File: src/rtl/rfs_pkg.sv
package rfs_pkg;

  typedef enum logic [2:0] {
    FC_NONE   = 3'd0,
    FC_WAYOC  = 3'd1,
    FC_VALLEY = 3'd2,
    FC_OV     = 3'd3,
    FC_UV     = 3'd4,
    FC_THERM  = 3'd5
  } faultCode_e;

  typedef enum logic [2:0] {
    ST_OFF,
    ST_STANDBY,
    ST_RUN,
    ST_OVP,
    ST_SHUT
  } supState_e;

  typedef struct packed {
    logic       clearCode;
    logic       recordCode;
    faultCode_e codeValue;
    logic       countEnable;
  } ctlStrobes_t;

endpackage

File: src/rtl/rfs_datapath.sv
module rfs_datapath
  import rfs_pkg::*;
#(
  parameter int OC_CYCLES = 8
) (
  input  logic        clk,
  input  logic        rstN,
  input  logic        valleyOcFlag,
  input  logic        cycleStrobe,
  input  logic        otHighFlag,
  input  logic        otLowFlag,
  input  ctlStrobes_t strobes,
  output logic        valleyTrip,
  output logic        otActive,
  output logic [2:0]  faultCode
);

  localparam int CNT_W = $clog2(OC_CYCLES + 1);
  localparam logic [CNT_W-1:0] LAST_COUNT = CNT_W'(OC_CYCLES - 1);

  logic [CNT_W-1:0] valleyRun;
  faultCode_e       codeReg;

  // Trip on the strobe that completes the consecutive run.
  assign valleyTrip = strobes.countEnable && cycleStrobe && valleyOcFlag &&
                      (valleyRun == LAST_COUNT);

  always_ff @(posedge clk or negedge rstN) begin
    if (!rstN) begin
      valleyRun <= '0;
    end else if (!strobes.countEnable) begin
      valleyRun <= '0;
    end else if (cycleStrobe) begin
      if (!valleyOcFlag) begin
        valleyRun <= '0;
      end else if (valleyRun != LAST_COUNT) begin
        valleyRun <= valleyRun + 1'b1;
      end
    end
  end

  // Thermal hysteresis: set above shutdown level, released below recovery.
  always_ff @(posedge clk or negedge rstN) begin
    if (!rstN) begin
      otActive <= 1'b0;
    end else if (otHighFlag) begin
      otActive <= 1'b1;
    end else if (otLowFlag) begin
      otActive <= 1'b0;
    end
  end

  // First-fault record, held until the clear strobe.
  always_ff @(posedge clk or negedge rstN) begin
    if (!rstN) begin
      codeReg <= FC_NONE;
    end else if (strobes.clearCode) begin
      codeReg <= FC_NONE;
    end else if (strobes.recordCode && (codeReg == FC_NONE)) begin
      codeReg <= strobes.codeValue;
    end
  end

  assign faultCode = codeReg;

endmodule

File: src/rtl/rfs_control.sv
module rfs_control
  import rfs_pkg::*;
(
  input  logic        clk,
  input  logic        rstN,
  input  logic        porOk,
  input  logic        enable,
  input  logic        rampDone,
  input  logic        uvFlag,
  input  logic        ovRiseFlag,
  input  logic        ovFallBelow,
  input  logic        aboveRefFlag,
  input  logic        wayOcFlag,
  input  logic        otHighFlag,
  input  logic        valleyTrip,
  input  logic        otActive,
  output ctlStrobes_t strobes,
  output logic        hsPermit,
  output logic        lsPermit,
  output logic        triState,
  output logic        softDischarge,
  output logic        powerGood
);

  supState_e  state;
  supState_e  nextState;
  logic       recordFault;
  faultCode_e newCode;
  logic       thermTrip;

  assign thermTrip = otHighFlag || otActive;

  always_comb begin
    nextState   = state;
    recordFault = 1'b0;
    newCode     = FC_NONE;
    if (!porOk) begin
      nextState = ST_OFF;
    end else if (!enable) begin
      nextState = ST_STANDBY;
    end else begin
      unique case (state)
        ST_OFF, ST_STANDBY, ST_RUN: begin
          recordFault = 1'b1;
          if (wayOcFlag) begin
            nextState = ST_SHUT;
            newCode   = FC_WAYOC;
          end else if (valleyTrip) begin
            nextState = ST_SHUT;
            newCode   = FC_VALLEY;
          end else if (ovRiseFlag) begin
            nextState = ST_OVP;
            newCode   = FC_OV;
          end else if (uvFlag && rampDone) begin
            nextState = ST_SHUT;
            newCode   = FC_UV;
          end else if (thermTrip) begin
            nextState = ST_SHUT;
            newCode   = FC_THERM;
          end else begin
            nextState   = ST_RUN;
            recordFault = 1'b0;
          end
        end
        ST_OVP: begin
          if (wayOcFlag) begin
            nextState   = ST_SHUT;
            recordFault = 1'b1;
            newCode     = FC_WAYOC;
          end else if (thermTrip) begin
            nextState   = ST_SHUT;
            recordFault = 1'b1;
            newCode     = FC_THERM;
          end
        end
        ST_SHUT: nextState = ST_SHUT;
        default: nextState = ST_OFF;
      endcase
    end
  end

  always_ff @(posedge clk or negedge rstN) begin
    if (!rstN) begin
      state <= ST_OFF;
    end else begin
      state <= nextState;
    end
  end

  always_comb begin
    strobes.clearCode   = !porOk || !enable;
    strobes.recordCode  = recordFault;
    strobes.codeValue   = newCode;
    strobes.countEnable = (state == ST_RUN);
  end

  always_comb begin
    hsPermit      = 1'b0;
    lsPermit      = 1'b0;
    triState      = 1'b1;
    softDischarge = 1'b0;
    powerGood     = 1'b0;
    unique case (state)
      ST_OFF: ;
      ST_STANDBY, ST_SHUT: softDischarge = 1'b1;
      ST_RUN: begin
        hsPermit  = 1'b1;
        lsPermit  = 1'b1;
        triState  = 1'b0;
        powerGood = rampDone && !uvFlag && ovFallBelow;
      end
      ST_OVP: begin
        lsPermit = aboveRefFlag;
        triState = !aboveRefFlag;
      end
      default: ;
    endcase
  end

endmodule

File: src/rtl/reg_fault_supervisor.sv
module reg_fault_supervisor
  import rfs_pkg::*;
#(
  parameter int OC_CYCLES = 8
) (
  input  logic       clk,
  input  logic       rstN,
  input  logic       porOk,
  input  logic       enable,
  input  logic       rampDone,
  input  logic       uvFlag,
  input  logic       ovRiseFlag,
  input  logic       ovFallBelow,
  input  logic       aboveRefFlag,
  input  logic       valleyOcFlag,
  input  logic       cycleStrobe,
  input  logic       wayOcFlag,
  input  logic       otHighFlag,
  input  logic       otLowFlag,
  output logic       hsPermit,
  output logic       lsPermit,
  output logic       triState,
  output logic       softDischarge,
  output logic       powerGood,
  output logic [2:0] faultCode
);

  ctlStrobes_t strobes;
  logic        valleyTrip;
  logic        otActive;

  rfs_control i_control (
    .clk          (clk),
    .rstN         (rstN),
    .porOk        (porOk),
    .enable       (enable),
    .rampDone     (rampDone),
    .uvFlag       (uvFlag),
    .ovRiseFlag   (ovRiseFlag),
    .ovFallBelow  (ovFallBelow),
    .aboveRefFlag (aboveRefFlag),
    .wayOcFlag    (wayOcFlag),
    .otHighFlag   (otHighFlag),
    .valleyTrip   (valleyTrip),
    .otActive     (otActive),
    .strobes      (strobes),
    .hsPermit     (hsPermit),
    .lsPermit     (lsPermit),
    .triState     (triState),
    .softDischarge(softDischarge),
    .powerGood    (powerGood)
  );

  rfs_datapath #(.OC_CYCLES(OC_CYCLES)) i_datapath (
    .clk         (clk),
    .rstN        (rstN),
    .valleyOcFlag(valleyOcFlag),
    .cycleStrobe (cycleStrobe),
    .otHighFlag  (otHighFlag),
    .otLowFlag   (otLowFlag),
    .strobes     (strobes),
    .valleyTrip  (valleyTrip),
    .otActive    (otActive),
    .faultCode   (faultCode)
  );

endmodule

File: config.mk
export PLATFORM = sky130hd
export DESIGN_NAME = reg_fault_supervisor
export DESIGN_NICKNAME = d
export VERILOG_FILES = /design/src/rtl/rfs_pkg.sv /design/src/rtl/rfs_datapath.sv /design/src/rtl/rfs_control.sv /design/src/rtl/reg_fault_supervisor.sv
export SDC_FILE = /design/constraint.sdc
export NUM_CORES = 1
export LEC_CHECK = 0
export ABC_AREA = 1
export CAP_MARGIN = 10
export CORE_AREA = 2 2 39 41
export CTS_BUF_LIST = sky130_fd_sc_hd__clkbuf_2
export CTS_CLUSTER_DIAMETER = 50
export DETAILED_ROUTE_END_ITERATION = 10
export DIE_AREA = 0 0 41 43
export DONT_BUFFER_PORTS = 1
export PLACE_DENSITY = 0.7
export SLEW_MARGIN = 20
export SYNTH_ARGS = -nofsm -noshare
export SYNTH_HDL_FRONTEND = slang
export SYNTH_SLANG_ARGS = --single-unit
File: constraint.sdc
create_clock -name clk -period 2.14 [get_ports clk]
set_input_delay 0.642 -clock clk [delete_from_list [all_inputs] [get_ports clk]]
set_output_delay 0.642 -clock clk [all_outputs]
set_load 0.02 [all_outputs]
Yosys cells after proc, flatten, opt, wreduce, memory -nomap -nowiden
Cells that the tools add are included.
W data, S select, Z words.
- input bits: 14
- word-level logic and storage cells: 75
- output and inout port bits: 8
- register bits after elaboration: 11
- equal/unequal tests: 9
- reductions and logical operators: 20
- $add $sub $neg: 1
- multiplexer cells: 41
- operators by type and width (cell ; number):
    $mux W3 ; 19
    $mux W4 ; 4
    $mux W1 ; 13
    $pmux W3 S3 ; 1
    $logic_and A1 B1 Y1 ; 7
    $eq A3 B2 Y1 const B ; 2
    $logic_not A3 Y1 ; 2
    $pmux W1 S2 ; 3
    $pmux W3 S2 ; 1
    $ne A5 B4 Y1 const B ; 1
    $add A4 B1 Y4 const B ; 1
    $eq A4 B3 Y1 const B ; 1
    $logic_not A1 Y1 ; 4
    $ne A4 B3 Y1 const B ; 1
    $reduce_bool A2 Y1 ; 2
    $eq A3 B1 Y1 const B ; 1
    $eq A3 B3 Y1 const B ; 1
    $ne A3 B3 Y1 const B ; 1
    $reduce_or A3 Y1 ; 1
    $logic_or A1 B1 Y1 ; 2
    $ne A2 B2 Y1 const B ; 1
    $reduce_and A2 Y1 ; 1
    $reduce_or A2 Y1 ; 1

Depth between registers and ports, before layout
Gate-level depths: netlist of run 1.
- word-level depth: 12
- depth in mapped cells: 10
- depth with buffers taken out: 10

By module
Synthesis of run 1 repeated with hierarchy kept, for this count alone.
- cells, all modules: 122
- area, all modules: 812.0 µm²
- by module, submodules not included (module ; seq. area each (µm²) ; instances ; cells an instance ; area each (µm²)):
    rfs_datapath ; 200.2 ; 1 ; 53 ; 425.4
    rfs_control ; 75.1 ; 1 ; 69 ; 386.6

Worst setup path after synthesis of run 1
OpenSTA, ideal clock, no wires.
- kind: register -> output
- start: reg i_control.state[2]
- end: out powerGood
- stages on the path, launching flop included: 6
- data arrival time: 1.615 ns
- path slack: -0.117 ns
- required time: 1.498 ns
- path through: dfrtp_1 > inv_2 > nand2_2 > nor2_4 > inv_1 > nor4b_1
- cells in the longest elaborated chain, start to end: 2
- ends and longest elaborated chain (element ; RTL line ; source):
    from (decl) ; rfs_control.sv:25 ; supState_e state;
    from (signal assigned) ; rfs_control.sv:86 ; state <= nextState;
    $eq A3 B2 Y1 ; rfs_control.sv:103 ; unique case (state)
    $mux W1 ; rfs_control.sv:103 ;
    to (decl) ; reg_fault_supervisor.sv:24 ; output logic powerGood,
No other way between the ends.

Final worst setup path of run 1
Ends and elaborated chain as after synthesis.

==> flow_summary.yaml, run 1 <==
synthesis:
  simple_gate_portion_of_the_synthesized_area: 0.439
  synth_compound_gate_area_share: 0.0992
  synth_top_area_share: 0.358
  async_flop_share: 1.00
  ys_seq_area_frac: 0.358
  count_of_warnings_emitted_by_yosys: 0
  synth_ff_type: "dfrtp_1"
  ys_seq_elements: 11
  synthAdderAreaFrac: 0.0163
  mappedNetlistArea_sq_um: 769
  synth.most_common_cell: "nand2_1"
  post_synth_top_area_cell: "dfrtp_1"
  yosys.cell_types.count: 21
  combinational_family_with_the_most_area_after_synthesis: "simple AND/OR/NAND/NOR gates"
  post_synth_mux_area_share: 0
  post_synth_most_frequent_cells: "nand2_1, inv_1, dfrtp_1, nor2_1, nand3_1"
  post_synth_xor_area_fraction: 0
  post_synth_inst_count: 109
  synth-edff-count: 0
  synthesis.nets: 124
  synthesis.area_per_instance_sq_um: 7.06
  synthTopCellsByArea: "dfrtp_1, nand2_1, inv_1"
placed_design:
  routabilityCongestion: 0.839
  dpl.cell_count: 129
  post_dp_hpwl_mm: 1.28
  pre_cts_slack_ns: 0.402
  port_buffers: 0
detailed_routing:
  post_route_drc_violation_count: 0
  wl_per_cell_um: 12.8
  first_iter_violations: 13
  postRouteAntennaNets: 0
  avgViaCountPerCell: 5.36
  detailroute.via_count: 723
  dr.pass1.iters: 4
  totalWireLength_mm: 1.73
cts:
  cts_num_sinks: 11
  tritoncts_clock_tree: "yes"
  clk_pin_slew_ns: 0.12
  cts_buffer_depth: 2
  ctsRootBufferMaster: "clkbuf_2"
  latest_clock_arrival_within_the_worst_skew_pair_ns: 0.28
  htree_levels: 1
  tritoncts.num_buffers: 3
cells_and_area:
  n_fill_cell: 119
  p_r_area_growth_vs_syn_pct: 11.9
  antenna_cells_inserted: 0
  final_cells: 135
  post_route_cells_drive_above_1_share: 0.227
  finish.net_count: 135
critical_path:
  worst_ep_required_time_ns: 1.50
  regToRegSetupSlack_ns: 0.65
  timing_worst_setup_path_type: "register to primary output"
  crit_arrival_ns: 1.37
  worst_setup_path_start_kind: "register"
  r2r_end: "i_datapath.valleyRun[3]"
  timing.critical_path.to_type: "primary output"
  worst-r2r-cell-count: 8
  crit_fanout: 3
  critical_path.reg2reg.startpoint: "i_datapath.valleyRun[1]"
global_routing:
  grt_pass1_vias: 678
  initial_antenna_violation_count: 0
  grt_pass1_wl_mm: 2.59
  grt_use_total: 0.219
  grt_max_degree: 12
  grt.overflow.total: 0
timing:
  timing_max_transition_violations_final: 0
  max-slew-margin-rel: 0.826
  setup_slack_ns: 0.128
  period_share: 0.940
  setup-tns-final_ns: 0
  setup_viol: 0
  max_freq_ghz: 0.497
  rsz0062_at_grt: "no"
  actual_transition_at_the_worst_max_transition_pin_ns: 0.261
  clock_skew_ns: 0.00880
  hold_viol_final: 0
  timing.final.crit_period_ns: 2.01
die:
  core-area_sq_um: 1380
  initial_utilization: 0.556
  die_x_um: 41
  fp.dieArea_sq_um: 1760
  boundaryPins: 22
  die_height_um: 43
  rows: 14
status:
  outcome: "finished, final reports clean"
worst_hold_path:
  hold_class: "input port to asynchronous set/reset pin"
pwr:
  p_leak_nw: 0.439
  power_per_cell_area_nw_per_um2: 502
  vdd.ir_drop.worst_mv: 0.390
job:
  max_cap_viol_count: 0
==> cell usage in the layout (no fill, tap or decap) <==
cell type and count:
ha_1 1, a211oi_1 1, dfrtp_1 11, nand3_4 1
nand2_2 5, nor2_2 2, nor3_2 1, nand2_1 28
o21ai_0 5, nand4_1 3, buf_4 6, nor2_4 2
inv_2 2, nand3_1 7, a31oi_1 1, nor3_1 1
a21oi_1 6, inv_1 16, clkbuf_2 4, nand3_2 3
nor4b_2 1, nor2_1 11, o21bai_1 1
==> per-stage QoR <==
| stage | hold WS [ns] | instance area (sq um) | utilization | power, mW |
|---|---|---|---|---|
| 5_1_grt | 0.0226 | 861 | 0.622 | 0.450 |
| 2_1_floorplan | 0.346 | 776 | - | 0.287 |
| 6_report | 0.0295 | 861 | 0.622 | 0.432 |
| 3_3_place_gp | 0.347 | 826 | 0.597 | 0.300 |
| 3_5_place_dp | 0.347 | 826 | 0.597 | 0.301 |
| 4_1_cts | 0.0329 | 846 | 0.611 | 0.428 |
==> power breakdown <==
group / switching (mW) / internal (mW) / total, mW
clock: 0.0809 / 0.0495 / 0.130
sequential: 0.0116 / 0.215 / 0.227
combinational: 0.0459 / 0.0289 / 0.0747
total: 0.138 / 0.294 / 0.432
==> critical path, stage by stage (launching register included) <==
cell	delay, ns
dfrtp_1	0.42
inv_2	0.08
nand2_2	0.07
nor2_4	0.08
inv_1	0.06
nor4b_2	0.20
buf_4	0.18
==> sequential cells by signal (all words and copies together), names as in the netlist <==
register	cells
i_datapath.otActive	1
i_control.state	3
i_datapath.faultCode	3
i_datapath.valleyRun	4
==> routing by layer <==
| layer | vias up | share of wire | track usage |
|---|---|---|---|
| met4 | 0 | 0.016 | 0.120 |
| met1 | 337 | 0.40 | 0.243 |
| met5 | - | 0 | 0 |
| li1 | 367 | - | - |
| met3 | 4 | 0.046 | 0.0419 |
| met2 | 15 | 0.53 | 0.366 |
==> cell type report <==
type,count,area (sq um),share of cell area
flip-flops and latches,11,275,0.320
well taps,16,20.0,0.0233
multi-input cells,80,433,0.503
inverters,18,67.6,0.0785
repair buffers,6,45.0,0.0523
clock buffers,4,20.0,0.0233
==> kinds of logic after synthesis <==
family,Yosys count
and+or+nand+nor,65
buffers and inverters,18
AOI/OAI and AO/OA,14
DFF,11
adders and majority gates,1
==> timing repair <==
| item | 4_1_cts | 5_1_grt |
|---|---|---|
| hold buffers | 0 | 0 |
| resized for setup | 0 | 0 |
| endpoints found under the setup margin | 0 | 1 |
| buffers inserted | 0 | 2 |
==> how the worst max path moves through the flow <==
stage	from	endpoint	slack, ns	depth (start not counted)
floorplan	aboveRefFlag	lsPermit	0.07	2
global placement	i_control.state[2]	powerGood	0.42	6
detailed placement	i_control.state[2]	powerGood	0.40	6
CTS	i_control.state[2]	powerGood	0.08	6
global route	i_control.state[2]	powerGood	0.03	6
finish	i_control.state[2]	powerGood	0.13	6
Note: power is estimated with default switching activity, not from simulation.
==> run 2: changes to the inputs <==
--- a/config.mk
+++ b/config.mk
@@ -14,6 +14,7 @@
 export DIE_AREA = 0 0 41 43
 export DONT_BUFFER_PORTS = 1
 export PLACE_DENSITY = 0.7
+export REMOVE_ABC_BUFFERS = 1
 export SLEW_MARGIN = 20
 export SYNTH_ARGS = -nofsm -noshare
 export SYNTH_HDL_FRONTEND = slang
==> run 2 against run 1 <==
- cell count fell by 0.74%
- clock power fell by 6%
- worst hold slack improved by 0.026 ns
- critical path type unchanged
- largest cell class unchanged
- largest power group unchanged
==> flow_summary.yaml, run 2 (synthesized netlist as in run 1, its figures left out) <==
detailed_routing:
  met2_length_um: 691
  dr.pass1.iters: 4
  totalWireLength_mm: 1.51
  detailroute.via_count: 700
  wl_per_cell_um: 11.3
  m1WireLength_um: 715
  detailroute.wirelength.met3_um: 78
  avgViaCountPerCell: 5.22
  highest_layer: "met4"
  post_route_drc_violation_count: 0
  postRouteAntennaNets: 0
  first_iter_violations: 12
pwr:
  p_leak_nw: 0.435
  vdd.ir_drop.worst_mv: 0.307
  power_per_cell_area_nw_per_um2: 493
  design_power_total_uw: 421
critical_path:
  crit_fanout: 5
  crit_arrival_ns: 1.38
  worst-r2r-cell-count: 8
  worst_ep_required_time_ns: 1.50
  timing.critical_path.to_type: "primary output"
  worst_setup_path_start_kind: "register"
  timing_worst_setup_path_type: "register to primary output"
timing:
  actual_transition_at_the_worst_max_transition_pin_ns: 0.251
  setup_viol: 0
  final.hold.worst_slack_ns: 0.0555
  hold_viol_final: 0
  timing.final.crit_period_ns: 2.02
  period_share: 0.943
  max_freq_ghz: 0.495
  clock_skew_ns: 0.000639
  setup-tns-final_ns: 0
  timing_max_transition_violations_final: 0
  max-slew-margin-rel: 0.833
  rsz0062_at_grt: "no"
  setup_slack_ns: 0.121
cells_and_area:
  multi_input_area_sq_um: 433
  post_route_cells_drive_above_1_share: 0.220
  leading_cell_types_in_the_layout_fill_and_taps_excluded: "nand2_1, inv_1, nor2_1, dfrtp_1, nand3_1"
  p_r_area_growth_vs_syn_pct: 10.9
  antenna_cells_inserted: 0
  n_fill_cell: 139
  number_of_flip_flops_under_the_largest_register_name: 4
  final_cells: 134
  layout_commonest_cell: "nand2_1"
  register_containing_the_most_flip_flops_in_the_final_layout: "i_datapath.valleyRun"
  postLayoutCellArea_sq_um: 853
  register_area_sq_um: 275
  finish.net_count: 134
  finalCoreUtilization: 0.617
cts:
  htree_levels: 1
  cts_buffer_depth: 2
  clk_pin_slew_ns: 0.11
  tritoncts.num_buffers: 3
  latest_clock_arrival_within_the_worst_skew_pair_ns: 0.26
  tritoncts_clock_tree: "yes"
  ctsRootBufferMaster: "clkbuf_2"
  cts_num_sinks: 11
  cts-hold-fix-buffers: 0
global_routing:
  grt_pass1_vias: 612
  initial_antenna_violation_count: 0
  grt_use_total: 0.211
  grt_max_degree: 12
  grt.overflow.total: 0
  grt_pass1_wl_mm: 2.56
placed_design:
  dpl.cell_count: 129
  post_dp_hpwl_mm: 1.23
  port_buffers: 0
  dpl_cell_area_sq_um: 820
  pre_cts_slack_ns: 0.325
  routabilityCongestion: 0.808
die:
  die_x_um: 41
  die_height_um: 43
  boundaryPins: 22
  fp.dieArea_sq_um: 1760
  initial_utilization: 0.556
  core-area_sq_um: 1380
  rows: 14
worst_hold_path:
  hold_class: "input port to asynchronous set/reset pin"
status:
  outcome: "finished, final reports clean"
job:
  max_cap_viol_count: 0
run 2: changes by cell type in the layout (fill, tap and decap cells not counted):
cell / previous run / this run
buf_4: 6 / 5
run 2: what timing repair did:
action / in CTS / in global routing
setup endpoints to repair: 0 / 1
setup buffers: 0 / 1
gates resized for setup: 0 / 1
run 2: area by class of cell:
cell class / count / share of cell area
Inverter: 18 / 0.0792
Sequential cell: 11 / 0.323
Tap cell: 16 / 0.0235
Clock buffer: 4 / 0.0235
Multi-Input combinational cell: 80 / 0.507
Timing Repair Buffer: 5 / 0.0440
run 2: critical path, cell delays in order (launching register included):
cell and delay [ns]:
dfrtp_1 0.40, inv_2 0.10, nand2_2 0.08, nor2_4 0.08, inv_1 0.07, nor4b_2 0.21, buf_4 0.18
run 2: report_power, final:
part	switching, mW	internal [mW]	leakage [nW]
sequential	0.0112	0.215	0.147
clock	0.0726	0.0496	0.0166
combinational	0.0444	0.0275	0.271
total	0.128	0.292	0.435
run 2: layer usage:
layer,vias to the layer above,GRT usage
met5,-,0
met4,0,0.100
met3,5,0.0314
met2,18,0.297
met1,308,0.305
li1,369,-
run 2: worst paths after layout:
kind | slack (ns) | to | startpoint
setup / recovery | 0.12 | powerGood | i_control.state[2]
hold / removal | 0.06 | i_datapath.otActive | rstN
setup reg to reg | 0.68 | i_datapath.valleyRun[3] | i_datapath.valleyRun[1]
max in group asynchronous | 2.02 | i_datapath.faultCode[2] | rstN
hold reg to reg | 0.56 | i_datapath.valleyRun[3] | i_datapath.valleyRun[3]
min in group clk | 0.45 | i_datapath.otActive | otLowFlag
==> run 3: changes to the inputs <==
--- a/config.mk
+++ b/config.mk
@@ -7,11 +7,11 @@
 export LEC_CHECK = 0
 export ABC_AREA = 1
 export CAP_MARGIN = 10
-export CORE_AREA = 2 2 39 41
+export CORE_AREA = 4 4 41 43
 export CTS_BUF_LIST = sky130_fd_sc_hd__clkbuf_2
 export CTS_CLUSTER_DIAMETER = 50
 export DETAILED_ROUTE_END_ITERATION = 10
-export DIE_AREA = 0 0 41 43
+export DIE_AREA = 0 0 45 47
 export DONT_BUFFER_PORTS = 1
 export PLACE_DENSITY = 0.7
 export REMOVE_ABC_BUFFERS = 1
==> run 3 against run 2 <==
- clock skew grew 0.0038 ns
- global-route usage down 0.85 points
- combinational power rose by 3.2%
- cell count unchanged
- critical endpoint unchanged
- setup slack got worse by 0.0066 ns
==> flow_summary.yaml, run 3 (synthesized netlist as in run 1, its figures left out) <==
cts:
  tritoncts.num_buffers: 3
  cts_num_sinks: 11
  clk_pin_slew_ns: 0.12
  latest_clock_arrival_within_the_worst_skew_pair_ns: 0.27
  cts_buffer_depth: 2
  htree_levels: 1
  cts-hold-fix-buffers: 0
  ctsRootBufferMaster: "clkbuf_2"
  tritoncts_clock_tree: "yes"
detailed_routing:
  first_iter_violations: 26
  detailroute.via_count: 715
  dr.pass1.iters: 4
  postRouteAntennaNets: 0
  post_route_drc_violation_count: 0
  avgViaCountPerCell: 5.34
  wl_per_cell_um: 13.1
  totalWireLength_mm: 1.75
pwr:
  p_leak_nw: 0.440
  vdd.ir_drop.worst_mv: 0.277
  design_power_total_uw: 427
  power_per_cell_area_nw_per_um2: 497
global_routing:
  grt_pass1_vias: 719
  grt_pass1_wl_mm: 3.04
  initial_antenna_violation_count: 0
  grt_max_degree: 12
  grt_use_total: 0.202
  grt.overflow.total: 0
critical_path:
  crit_path_max_incr_delay_ns: 0.40
  critical_path.reg2reg.startpoint: "i_datapath.valleyRun[1]"
  timing.critical_path.mode_cell: "inv_2"
  regToRegSetupSlack_ns: 0.67
  crit_fanout: 5
  cp_cell_sequence: "inv_2 -> nand2_2 -> nor2_4 -> inv_2 -> nor4b_2 -> buf_4"
  timing_worst_setup_path_type: "register to primary output"
  worst-r2r-cell-count: 8
  timing.critical_path.to_type: "primary output"
  critPathSlowestCell: "dfrtp_1"
  worst_ep_required_time_ns: 1.50
  r2r_end: "i_datapath.valleyRun[3]"
  worst_setup_path_start_kind: "register"
  crit_arrival_ns: 1.38
die:
  fp.dieArea_sq_um: 2120
  boundaryPins: 22
  die_height_um: 47
  initial_utilization: 0.591
  rows: 13
  die_x_um: 45
  core-area_sq_um: 1300
timing:
  hold_viol_final: 0
  clock_skew_ns: 0.00448
  max_freq_ghz: 0.494
  actual_transition_at_the_worst_max_transition_pin_ns: 0.260
  max-slew-margin-rel: 0.826
  setup_viol: 0
  timing.final.crit_period_ns: 2.03
  period_share: 0.946
  timing_max_transition_violations_final: 0
worst_hold_path:
  hold_class: "input port to asynchronous set/reset pin"
placed_design:
  port_buffers: 0
  routabilityCongestion: 0.783
  post_dp_hpwl_mm: 1.39
  dpl.cell_count: 129
cells_and_area:
  leading_cell_types_in_the_layout_fill_and_taps_excluded: "nand2_1, inv_1, nor2_1, dfrtp_1, nand3_1"
  register_containing_the_most_flip_flops_in_the_final_layout: "i_datapath.valleyRun"
  post_route_cells_drive_above_1_share: 0.235
  final_cells: 134
  number_of_flip_flops_under_the_largest_register_name: 4
  p_r_area_growth_vs_syn_pct: 11.7
  layout_commonest_cell: "nand2_1"
  antenna_cells_inserted: 0
  finish.net_count: 135
status:
  outcome: "finished, final reports clean"
job:
  max_cap_viol_count: 0
## run 3: metal layers
layer | share of wire | GRT usage | routed length, um
met1 | 0.46 | 0.268 | 797
met2 | 0.45 | 0.314 | 794
met3 | 0.071 | 0.0498 | 125
met4 | 0.019 | 0.0877 | 33
met5 | 0 | 0 | 0
## run 3: worst max-delay path: cells and delay by family (launching register included)
family / cells / cell delay (ns)
flip-flops: 1 / 0.40
buffers and inverters: 3 / 0.33
AND/OR/NAND/NOR: 3 / 0.39
## run 3: area by class of cell
class,count,area (sq um)
fill,120,442
inverter,18,67.6
clock buffer,4,20.0
timing repair buffer,6,45.0
multi-input combinational,80,433
tap,15,18.8
sequential,11,275
## run 3: worst max-delay path by stage
stage | slack (ns) | startpoint | cells after the start | to
after floorplan | -0.12 | i_control.state[2] | 5 | powerGood
after global placement | 0.38 | i_control.state[2] | 6 | powerGood
after detailed placement | 0.33 | i_control.state[2] | 6 | powerGood
after CTS | 0.004 | i_control.state[2] | 6 | powerGood
after global routing | -0.01 | i_control.state[2] | 6 | powerGood
final | 0.11 | i_control.state[2] | 6 | powerGood
## run 3: repair_timing
action                                  in CTS  in global routing
endpoints found under the setup margin       0                  1
resized for setup                            0                  2
setup buffers                                0                  1
## run 3: power by group
part           total (mW)  internal, mW  switching, mW
combinational      0.0742        0.0282         0.0461
clock               0.126        0.0496         0.0762
sequential          0.227         0.215         0.0115
total               0.427         0.293          0.134
## run 3: stage by stage
step | hold slack (ns) | area [sq um] | TNS (ns) | setup WS [ns] | util
6_report | 0.0491 | 860 | 0 | 0.115 | 0.661
5_1_grt | 0.0360 | 860 | -0.0149 | -0.0149 | 0.661
3_3_place_gp | 0.347 | 826 | 0 | 0.381 | 0.635
4_1_cts | 0.0407 | 846 | 0 | 0.00398 | 0.650
3_5_place_dp | 0.347 | 826 | 0 | 0.335 | 0.635
2_1_floorplan | 0.346 | 769 | -0.117 | -0.117 | -
